## src/rtl/eeprom_slave_pkg.sv

```systemverilog
package eeprom_slave_pkg;

    typedef enum logic [3:0] {
        ST_IDLE,
        ST_DEV,
        ST_DEV_ACK,
        ST_WADDR,
        ST_WADDR_ACK,
        ST_WDATA,
        ST_WDATA_ACK,
        ST_RDATA,
        ST_RACK,
        ST_WAIT_STOP
    } slv_state_e;

    localparam int unsigned DEV_TAG = 4'b1010;

endpackage

```

## src/rtl/twi_line_sync.sv

```systemverilog
module twi_line_sync (
    input  logic clk,
    input  logic rst_n,
    input  logic scl_i,
    input  logic sda_i,
    output logic scl_lvl,
    output logic sda_lvl,
    output logic scl_rise,
    output logic scl_fall,
    output logic start_det,
    output logic stop_det
);

    logic scl_m, scl_s, scl_d;
    logic sda_m, sda_s, sda_d;

    always_ff @(posedge clk or negedge rst_n) begin
        if (!rst_n) begin
            scl_m <= 1'b1;
            scl_s <= 1'b1;
            scl_d <= 1'b1;
            sda_m <= 1'b1;
            sda_s <= 1'b1;
            sda_d <= 1'b1;
        end else begin
            scl_m <= scl_i;
            scl_s <= scl_m;
            scl_d <= scl_s;
            sda_m <= sda_i;
            sda_s <= sda_m;
            sda_d <= sda_s;
        end
    end

    assign scl_lvl   = scl_s;
    assign sda_lvl   = sda_s;
    assign scl_rise  = scl_s & ~scl_d;
    assign scl_fall  = ~scl_s & scl_d;
    // SDA edge while SCL held high on both samples
    assign start_det = scl_s & scl_d & sda_d & ~sda_s;
    assign stop_det  = scl_s & scl_d & ~sda_d & sda_s;

endmodule

```

## src/rtl/dev_word_match.sv

```systemverilog
module dev_word_match #(
    parameter int ADDR_W = 9
) (
    input  logic [6:0]                  dev_hi,
    input  logic [2:0]                  chip_sel,
    output logic                        match,
    output logic [((ADDR_W > 8) ? ADDR_W - 8 : 1) - 1:0] page
);
    import eeprom_slave_pkg::*;

    localparam int PG_BITS = (ADDR_W > 8) ? ADDR_W - 8 : 0;
    localparam int PGW     = (PG_BITS > 0) ? PG_BITS : 1;

    logic [2:0] hit;

    // dev_hi[k] is device-word bit k+1; low PG_BITS of them are page bits
    for (genvar i = 0; i < 3; i++) begin : g_sel
        if (i < PG_BITS) begin : g_page
            assign hit[i] = 1'b1 | (dev_hi[i] ^ chip_sel[i]);
        end else begin : g_cmp
            assign hit[i] = (dev_hi[i] == chip_sel[i]);
        end
    end

    for (genvar j = 0; j < PGW; j++) begin : g_pg
        if (PG_BITS > 0) begin : g_on
            assign page[j] = dev_hi[j];
        end else begin : g_off
            assign page[j] = 1'b0;
        end
    end

    assign match = (dev_hi[6:3] == DEV_TAG[3:0]) && (&hit);

endmodule

```

## src/rtl/serial_eeprom_slave.sv

```systemverilog
module serial_eeprom_slave
    import eeprom_slave_pkg::*;
#(
    parameter int ADDR_W = 9
) (
    input  logic              clk,
    input  logic              rst_n,
    input  logic              scl_i,
    input  logic              sda_i,
    output logic              sda_oe_o,
    input  logic [2:0]        chip_sel_i,
    input  logic              busy_i,
    output logic              wr_stb_o,
    output logic [ADDR_W-1:0] wr_addr_o,
    output logic [7:0]        wr_data_o,
    output logic              commit_o,
    output logic [ADDR_W-1:0] rd_addr_o,
    input  logic [7:0]        rd_data_i
);

    localparam int PAGE_W  = (ADDR_W > 8) ? 4 : 3;
    localparam int PG_BITS = (ADDR_W > 8) ? ADDR_W - 8 : 0;
    localparam int PGW     = (PG_BITS > 0) ? PG_BITS : 1;

    logic scl_lvl, sda_lvl, scl_rise, scl_fall, start_det, stop_det;

    twi_line_sync u_sync (
        .clk       (clk),
        .rst_n     (rst_n),
        .scl_i     (scl_i),
        .sda_i     (sda_i),
        .scl_lvl   (scl_lvl),
        .sda_lvl   (sda_lvl),
        .scl_rise  (scl_rise),
        .scl_fall  (scl_fall),
        .start_det (start_det),
        .stop_det  (stop_det)
    );

    slv_state_e        st_q, st_d;
    logic [3:0]        cnt_q;
    logic [7:0]        sh_q;
    logic              rw_q;
    logic              m_ack_q;
    logic              have_data_q;
    logic [PGW-1:0]    page_q;
    logic [ADDR_W-1:0] ptr_q;
    logic [ADDR_W-1:0] ptr_pinc;
    logic [ADDR_W-1:0] addr_from_byte;
    logic              wr_stb_q, commit_q;
    logic [ADDR_W-1:0] wr_addr_q;
    logic [7:0]        wr_data_q;
    logic              dev_match;
    logic [PGW-1:0]    dev_page;
    logic              byte_done;

    dev_word_match #(.ADDR_W(ADDR_W)) u_match (
        .dev_hi   (sh_q[7:1]),
        .chip_sel (chip_sel_i),
        .match    (dev_match),
        .page     (dev_page)
    );

    assign byte_done = (cnt_q == 4'd8);

    if (ADDR_W > 8) begin : g_paged
        assign addr_from_byte = {page_q, sh_q};
    end else begin : g_flat
        logic unused_hi;
        assign addr_from_byte = sh_q[ADDR_W-1:0];
        assign unused_hi      = ^{page_q, sh_q};
    end

    // increment confined to the current page
    always_comb begin
        ptr_pinc               = ptr_q;
        ptr_pinc[PAGE_W-1:0]   = ptr_q[PAGE_W-1:0] + 1'b1;
    end

    // ---------------- state register ----------------
    always_ff @(posedge clk or negedge rst_n) begin
        if (!rst_n) st_q <= ST_IDLE;
        else        st_q <= st_d;
    end

    always_comb begin
        st_d = st_q;
        if (start_det) begin
            st_d = ST_DEV;
        end else if (stop_det) begin
            st_d = ST_IDLE;
        end else if (scl_fall) begin
            unique case (st_q)
                ST_DEV:       if (byte_done) st_d = (dev_match && !busy_i) ? ST_DEV_ACK : ST_IDLE;
                ST_DEV_ACK:   st_d = rw_q ? ST_RDATA : ST_WADDR;
                ST_WADDR:     if (byte_done) st_d = ST_WADDR_ACK;
                ST_WADDR_ACK: st_d = ST_WDATA;
                ST_WDATA:     if (byte_done) st_d = ST_WDATA_ACK;
                ST_WDATA_ACK: st_d = ST_WDATA;
                ST_RDATA:     if (byte_done) st_d = ST_RACK;
                ST_RACK:      st_d = m_ack_q ? ST_RDATA : ST_WAIT_STOP;
                default:      st_d = st_q;
            endcase
        end
    end

    // ---------------- datapath ----------------
    always_ff @(posedge clk or negedge rst_n) begin
        if (!rst_n) begin
            cnt_q       <= '0;
            sh_q        <= '0;
            rw_q        <= 1'b0;
            m_ack_q     <= 1'b0;
            have_data_q <= 1'b0;
            page_q      <= '0;
            ptr_q       <= '0;
            wr_stb_q    <= 1'b0;
            wr_addr_q   <= '0;
            wr_data_q   <= '0;
            commit_q    <= 1'b0;
        end else begin
            wr_stb_q <= 1'b0;
            commit_q <= 1'b0;
            if (start_det) begin
                cnt_q       <= '0;
                have_data_q <= 1'b0;
            end else if (stop_det) begin
                commit_q    <= (st_q == ST_WDATA) && have_data_q;
                have_data_q <= 1'b0;
            end else begin
                if (scl_rise) begin
                    unique case (st_q)
                        ST_DEV, ST_WADDR, ST_WDATA: begin
                            sh_q  <= {sh_q[6:0], sda_lvl};
                            cnt_q <= cnt_q + 4'd1;
                        end
                        ST_RDATA: cnt_q   <= cnt_q + 4'd1;
                        ST_RACK:  m_ack_q <= ~sda_lvl;
                        default: ;
                    endcase
                end
                if (scl_fall) begin
                    unique case (st_q)
                        ST_DEV: if (byte_done) begin
                            rw_q   <= sh_q[0];
                            page_q <= dev_page;
                        end
                        ST_DEV_ACK: begin
                            cnt_q <= '0;
                            if (rw_q) sh_q <= rd_data_i;
                        end
                        ST_WADDR: if (byte_done) ptr_q <= addr_from_byte;
                        ST_WADDR_ACK, ST_WDATA_ACK: cnt_q <= '0;
                        ST_WDATA: if (byte_done) begin
                            wr_stb_q    <= 1'b1;
                            wr_addr_q   <= ptr_q;
                            wr_data_q   <= sh_q;
                            ptr_q       <= ptr_pinc;
                            have_data_q <= 1'b1;
                        end
                        ST_RDATA: begin
                            if (byte_done) ptr_q <= ptr_q + 1'b1;
                            else           sh_q  <= {sh_q[6:0], 1'b0};
                        end
                        ST_RACK: begin
                            cnt_q <= '0;
                            if (m_ack_q) sh_q <= rd_data_i;
                        end
                        default: ;
                    endcase
                end
            end
        end
    end

    // ---------------- outputs ----------------
    always_comb begin
        unique case (st_q)
            ST_DEV_ACK, ST_WADDR_ACK, ST_WDATA_ACK: sda_oe_o = 1'b1;
            ST_RDATA:                               sda_oe_o = ~sh_q[7];
            default:                                sda_oe_o = 1'b0;
        endcase
    end

    assign wr_stb_o  = wr_stb_q;
    assign wr_addr_o = wr_addr_q;
    assign wr_data_o = wr_data_q;
    assign commit_o  = commit_q;
    assign rd_addr_o = ptr_q;

    // ---------------- assertions ----------------
    a_r1_start_to_dev: assert property (@(posedge clk) disable iff (!rst_n)
        start_det |=> st_q == ST_DEV);

    a_r2_stop_to_idle: assert property (@(posedge clk) disable iff (!rst_n)
        (stop_det && !start_det) |=> st_q == ST_IDLE);

    a_r5_oe_rise_scl_low: assert property (@(posedge clk) disable iff (!rst_n)
        $rose(sda_oe_o) |-> !scl_lvl);

    a_r6_commit_on_stop: assert property (@(posedge clk) disable iff (!rst_n)
        commit_o |-> $past(stop_det));

    a_r7_no_ack_busy: assert property (@(posedge clk) disable iff (!rst_n)
        $rose(st_q == ST_DEV_ACK) |-> !$past(busy_i));

    a_r8_page_kept: assert property (@(posedge clk) disable iff (!rst_n)
        wr_stb_o |-> ptr_q[ADDR_W-1:PAGE_W] == wr_addr_o[ADDR_W-1:PAGE_W]);

endmodule

```

## config.mk

```make
export PLATFORM = sky130hd
export DESIGN_NAME = serial_eeprom_slave
export DESIGN_NICKNAME = d
export VERILOG_FILES = /design/src/rtl/eeprom_slave_pkg.sv /design/src/rtl/twi_line_sync.sv /design/src/rtl/dev_word_match.sv /design/src/rtl/serial_eeprom_slave.sv
export SDC_FILE = /design/constraint.sdc
export NUM_CORES = 1
export LEC_CHECK = 0
export ABC_AREA = 1
export BUFFER_PORTS_ARGS = -buffer_cell sky130_fd_sc_hd__buf_2
export CAP_MARGIN = 20
export CORE_MARGIN = 2
export CORE_UTILIZATION = 45
export DETAILED_ROUTE_END_ITERATION = 8
export GPL_TIMING_DRIVEN = 0
export HOLD_SLACK_MARGIN = 0.1
export PLACE_DENSITY = 0.64
export REMOVE_ABC_BUFFERS = 1
export SKIP_LAST_GASP = 1
export SLEW_MARGIN = 15
export SYNTH_ARGS = -nofsm -noshare
export SYNTH_HDL_FRONTEND = slang
export SYNTH_SLANG_ARGS = --single-unit
```

## constraint.sdc

```tcl
create_clock -name clk -period 3.14 [get_ports clk]
set_clock_uncertainty 0.15 [all_clocks]
set_input_delay 0.628 -clock clk [delete_from_list [all_inputs] [get_ports clk]]
set_output_delay 0.628 -clock clk [all_outputs]
set_load 0.02 [all_outputs]
```

==> metrics <==
status finished, final reports clean; area added between synthesis and finish 12.28%; Initial Util 0.4713; clk_lat worst skew slightly above 300 ps; CP Max Fanout 8; Final Core Density 0.5291; Non-Filler Instances 533; GRT Total Usage 0.2070; Synth cell types 32; setup ws final about 690 ps; Leak Pwr around 1.9 nW; Yosys top cell area share 0.3969; core area 6422 um^2; Pins Over Slew Limit 0; Placement Cell Area ~3300 um^2; GPL Wtd Cong slightly above 0.9; drt total wl between 7 and 8 mm; startpoint types register; leading area contributor after synthesis dfrtp_1; Post-synth top flop dfrtp_1; Worst Max-Slew Pin Slew just under 900 ps; register area approximately 1400 um^2; VDD IR max 0.0003294 V; vias per inst around 5.1; Tmin final between 2000 and 2500 ps; DRC 0; worst r2r dst sh_q[0]; Filler cells 660; Syn Inst Count 415; Power Internal ~1.2 mW; switching share of total power 0.3844; die footprint between 7000 and 8000 um^2; Finished Cell Area about 3400 um^2; share of cells above drive strength 1 0.1645; # hold bufs at CTS 0; Setup crit end kind primary output; antenna viol nets, final 0; post-CTS sizing 0; R2R Path Start st_q[3]; cells on worst reg2reg path 11; register area share after synthesis 0.4489; vias in the first global route 2618; Hold WC Path Type in2async; CTS tree yes; #FFs+latches synth 54; most numerous cell in the Yosys netlist nand2_1; Diodes inserted 0; H-tree depth 2; Max Fclk between 400 and 500 MHz; boundary pin count 45; antenna violations before repair 0; asr flop ratio synth 1.000; Yosys warning count 0; Logic pwr share 0.317; PwrDens around 600 nW/um^2; Clock Sinks between 50 and 60; Flop pwr share 0.447; Root Buffer clkbuf_8; first-pass GRT wire length around 12 mm; max_slew headroom 0.4032; Buffers on Ports 43; Synth area leaders dfrtp_1 (40%), nand2_1 (17%), inv_1 (6.3%); Reg clk slew, reported paths 90 ps; Post-synth EDFFs 0; Final Cycle Share 0.7811; pre-CTS WS just over 900 ps; kind of critical path reg2out; area of the multi-input gates approximately 1400 um^2; buffer count from post-CTS setup fixing 0; Mean Syn Cell Area between 7 and 8 um^2; drt pass-1 iters 4; Sw Pwr 779.0 uW; Core Rows 29; hpwl dp 5.107 mm; DRT iter0 DRCs between 100 and 150; via count about 2700; Clk pwr share 0.237; Num CTS Buffers 5; most common library cells after synthesis nand2_1 (139), inv_1 (51), dfrtp_1 (48); Die X approximately 86 um; Post-Syn Area just over 3000 um^2; maximum clock path buffer count 2; r2r setup slk ~850 ps; fin nets approximately 480; Placed Cells incl. Taps 526; gr ovfl total 0; Final Hold Viols 0; largest net degree at the start of global routing between 50 and 60; per-cell routed wire length approximately 13 um; RSZ-0062 raised after global routing no; chip height between 80 and 90 um; Max Cap Viol 0; # setup viols final 0; arrival time at the worst endpoint around 1700 ps; required time of the worst setup path between 2000 and 2500 ps; setup TNS 0 ps
[logic make-up after synthesis]
kind of cell	after synthesis	share of synthesized area
AOI/OAI and AO/OA	61	0.1100
xor gates and xnor gates	3	0.008683
adders and majority gates	3	0.01240
buffers and inverters	63	0.08516
DFF	54	0.4489
and+or+nand+nor	231	0.3348
[worst max-delay path: stages (launching register included)]
cell	delay, ps
dfrtp_1	510
nand2_1	140
inv_1	120
nand2_2	120
o221ai_1	250
buf_2	220
[power by group through the flow]
stage                     registers [mW]  logic [mW]  clock network [mW]
after detailed placement           0.917       0.638                   0
after CTS                          0.904       0.641               0.493
after global routing               0.922       0.758               0.517
final                              0.905       0.642               0.480
after global placement             0.915       0.626                   0
after floorplan                    0.874       0.491                   0
[worst max-delay path by stage]
stage / from / to / slack [ps]
floorplan: st_q[0] / sda_oe_o / 1260
global placement: st_q[3] / sh_q[0] / 950
detailed placement: st_q[3] / sh_q[0] / 920
CTS: st_q[0] / sda_oe_o / 700
global route: st_q[0] / sda_oe_o / 560
finish: st_q[0] / sda_oe_o / 690
[layout by cell type, fill, tap and decap left out, types with 2 or more instances in the layout]
cell / netlist / routed
dfstp_2: 6 / 6
nand2_1: 139 / 139
dfrtp_1: 48 / 48
nand2_2: 5 / 5
o21ai_0: 31 / 31
inv_1: 51 / 51
nor3_1: 3 / 3
ha_1: 3 / 3
a22oi_1: 3 / 3
clkbuf_8: 0 / 6
nor2_2: 4 / 4
a21oi_1: 11 / 11
nand3_1: 38 / 38
xor2_1: 3 / 3
buf_2: 5 / 42
o21a_1: 2 / 2
o211ai_1: 2 / 2
o21ai_1: 8 / 8
nand4_1: 7 / 7
inv_2: 3 / 3
nor2_1: 26 / 26
nor2_4: 3 / 3
nand3_2: 2 / 2
[registers in the layout, summed over array words and instances (netlist names)]
| name | count |
|---|---|
| cnt_q | 4 |
| u_sync.scl_lvl | 1 |
| rw_q | 1 |
| m_ack_q | 1 |
| page_q | 1 |
| wr_data_o | 8 |
| u_sync.sda_m | 1 |
| commit_o | 1 |
| wr_addr_o | 9 |
| u_sync.sda_lvl | 1 |
| u_sync.scl_d | 1 |
| u_sync.sda_d | 1 |
| u_sync.scl_m | 1 |
| have_data_q | 1 |
| st_q | 4 |
| sh_q | 8 |
| rd_addr_o | 9 |
| wr_stb_o | 1 |
[through the flow]
step / total power [mW] / hold slack [ps]
after floorplan: 1.364 / 182.4
after global placement: 1.541 / 195.8
after detailed placement: 1.555 / 199.5
after CTS: 2.038 / 212.8
after global routing: 2.198 / 214.2
final: 2.027 / 199.7
[layout make-up]
type | count | area share
Clock inverter | 1 | 0.008837
Sequential cell | 54 | 0.3999
Timing Repair Buffer | 43 | 0.06406
Inverter | 54 | 0.05965
Tap cell | 77 | 0.02835
Clock buffer | 6 | 0.02430
Multi-Input combinational cell | 298 | 0.4149
[per-layer routing]
layer / GRT usage / share of wire / up-vias
li1: - / - / 1410
met1: 0.2855 / 0.48 / 1247
met2: 0.3397 / 0.46 / 67
met3: 0.03561 / 0.048 / 6
met4: 0.05051 / 0.0089 / 0
met5: 0 / 0 / -
Power figures use the tool's default switching activity.
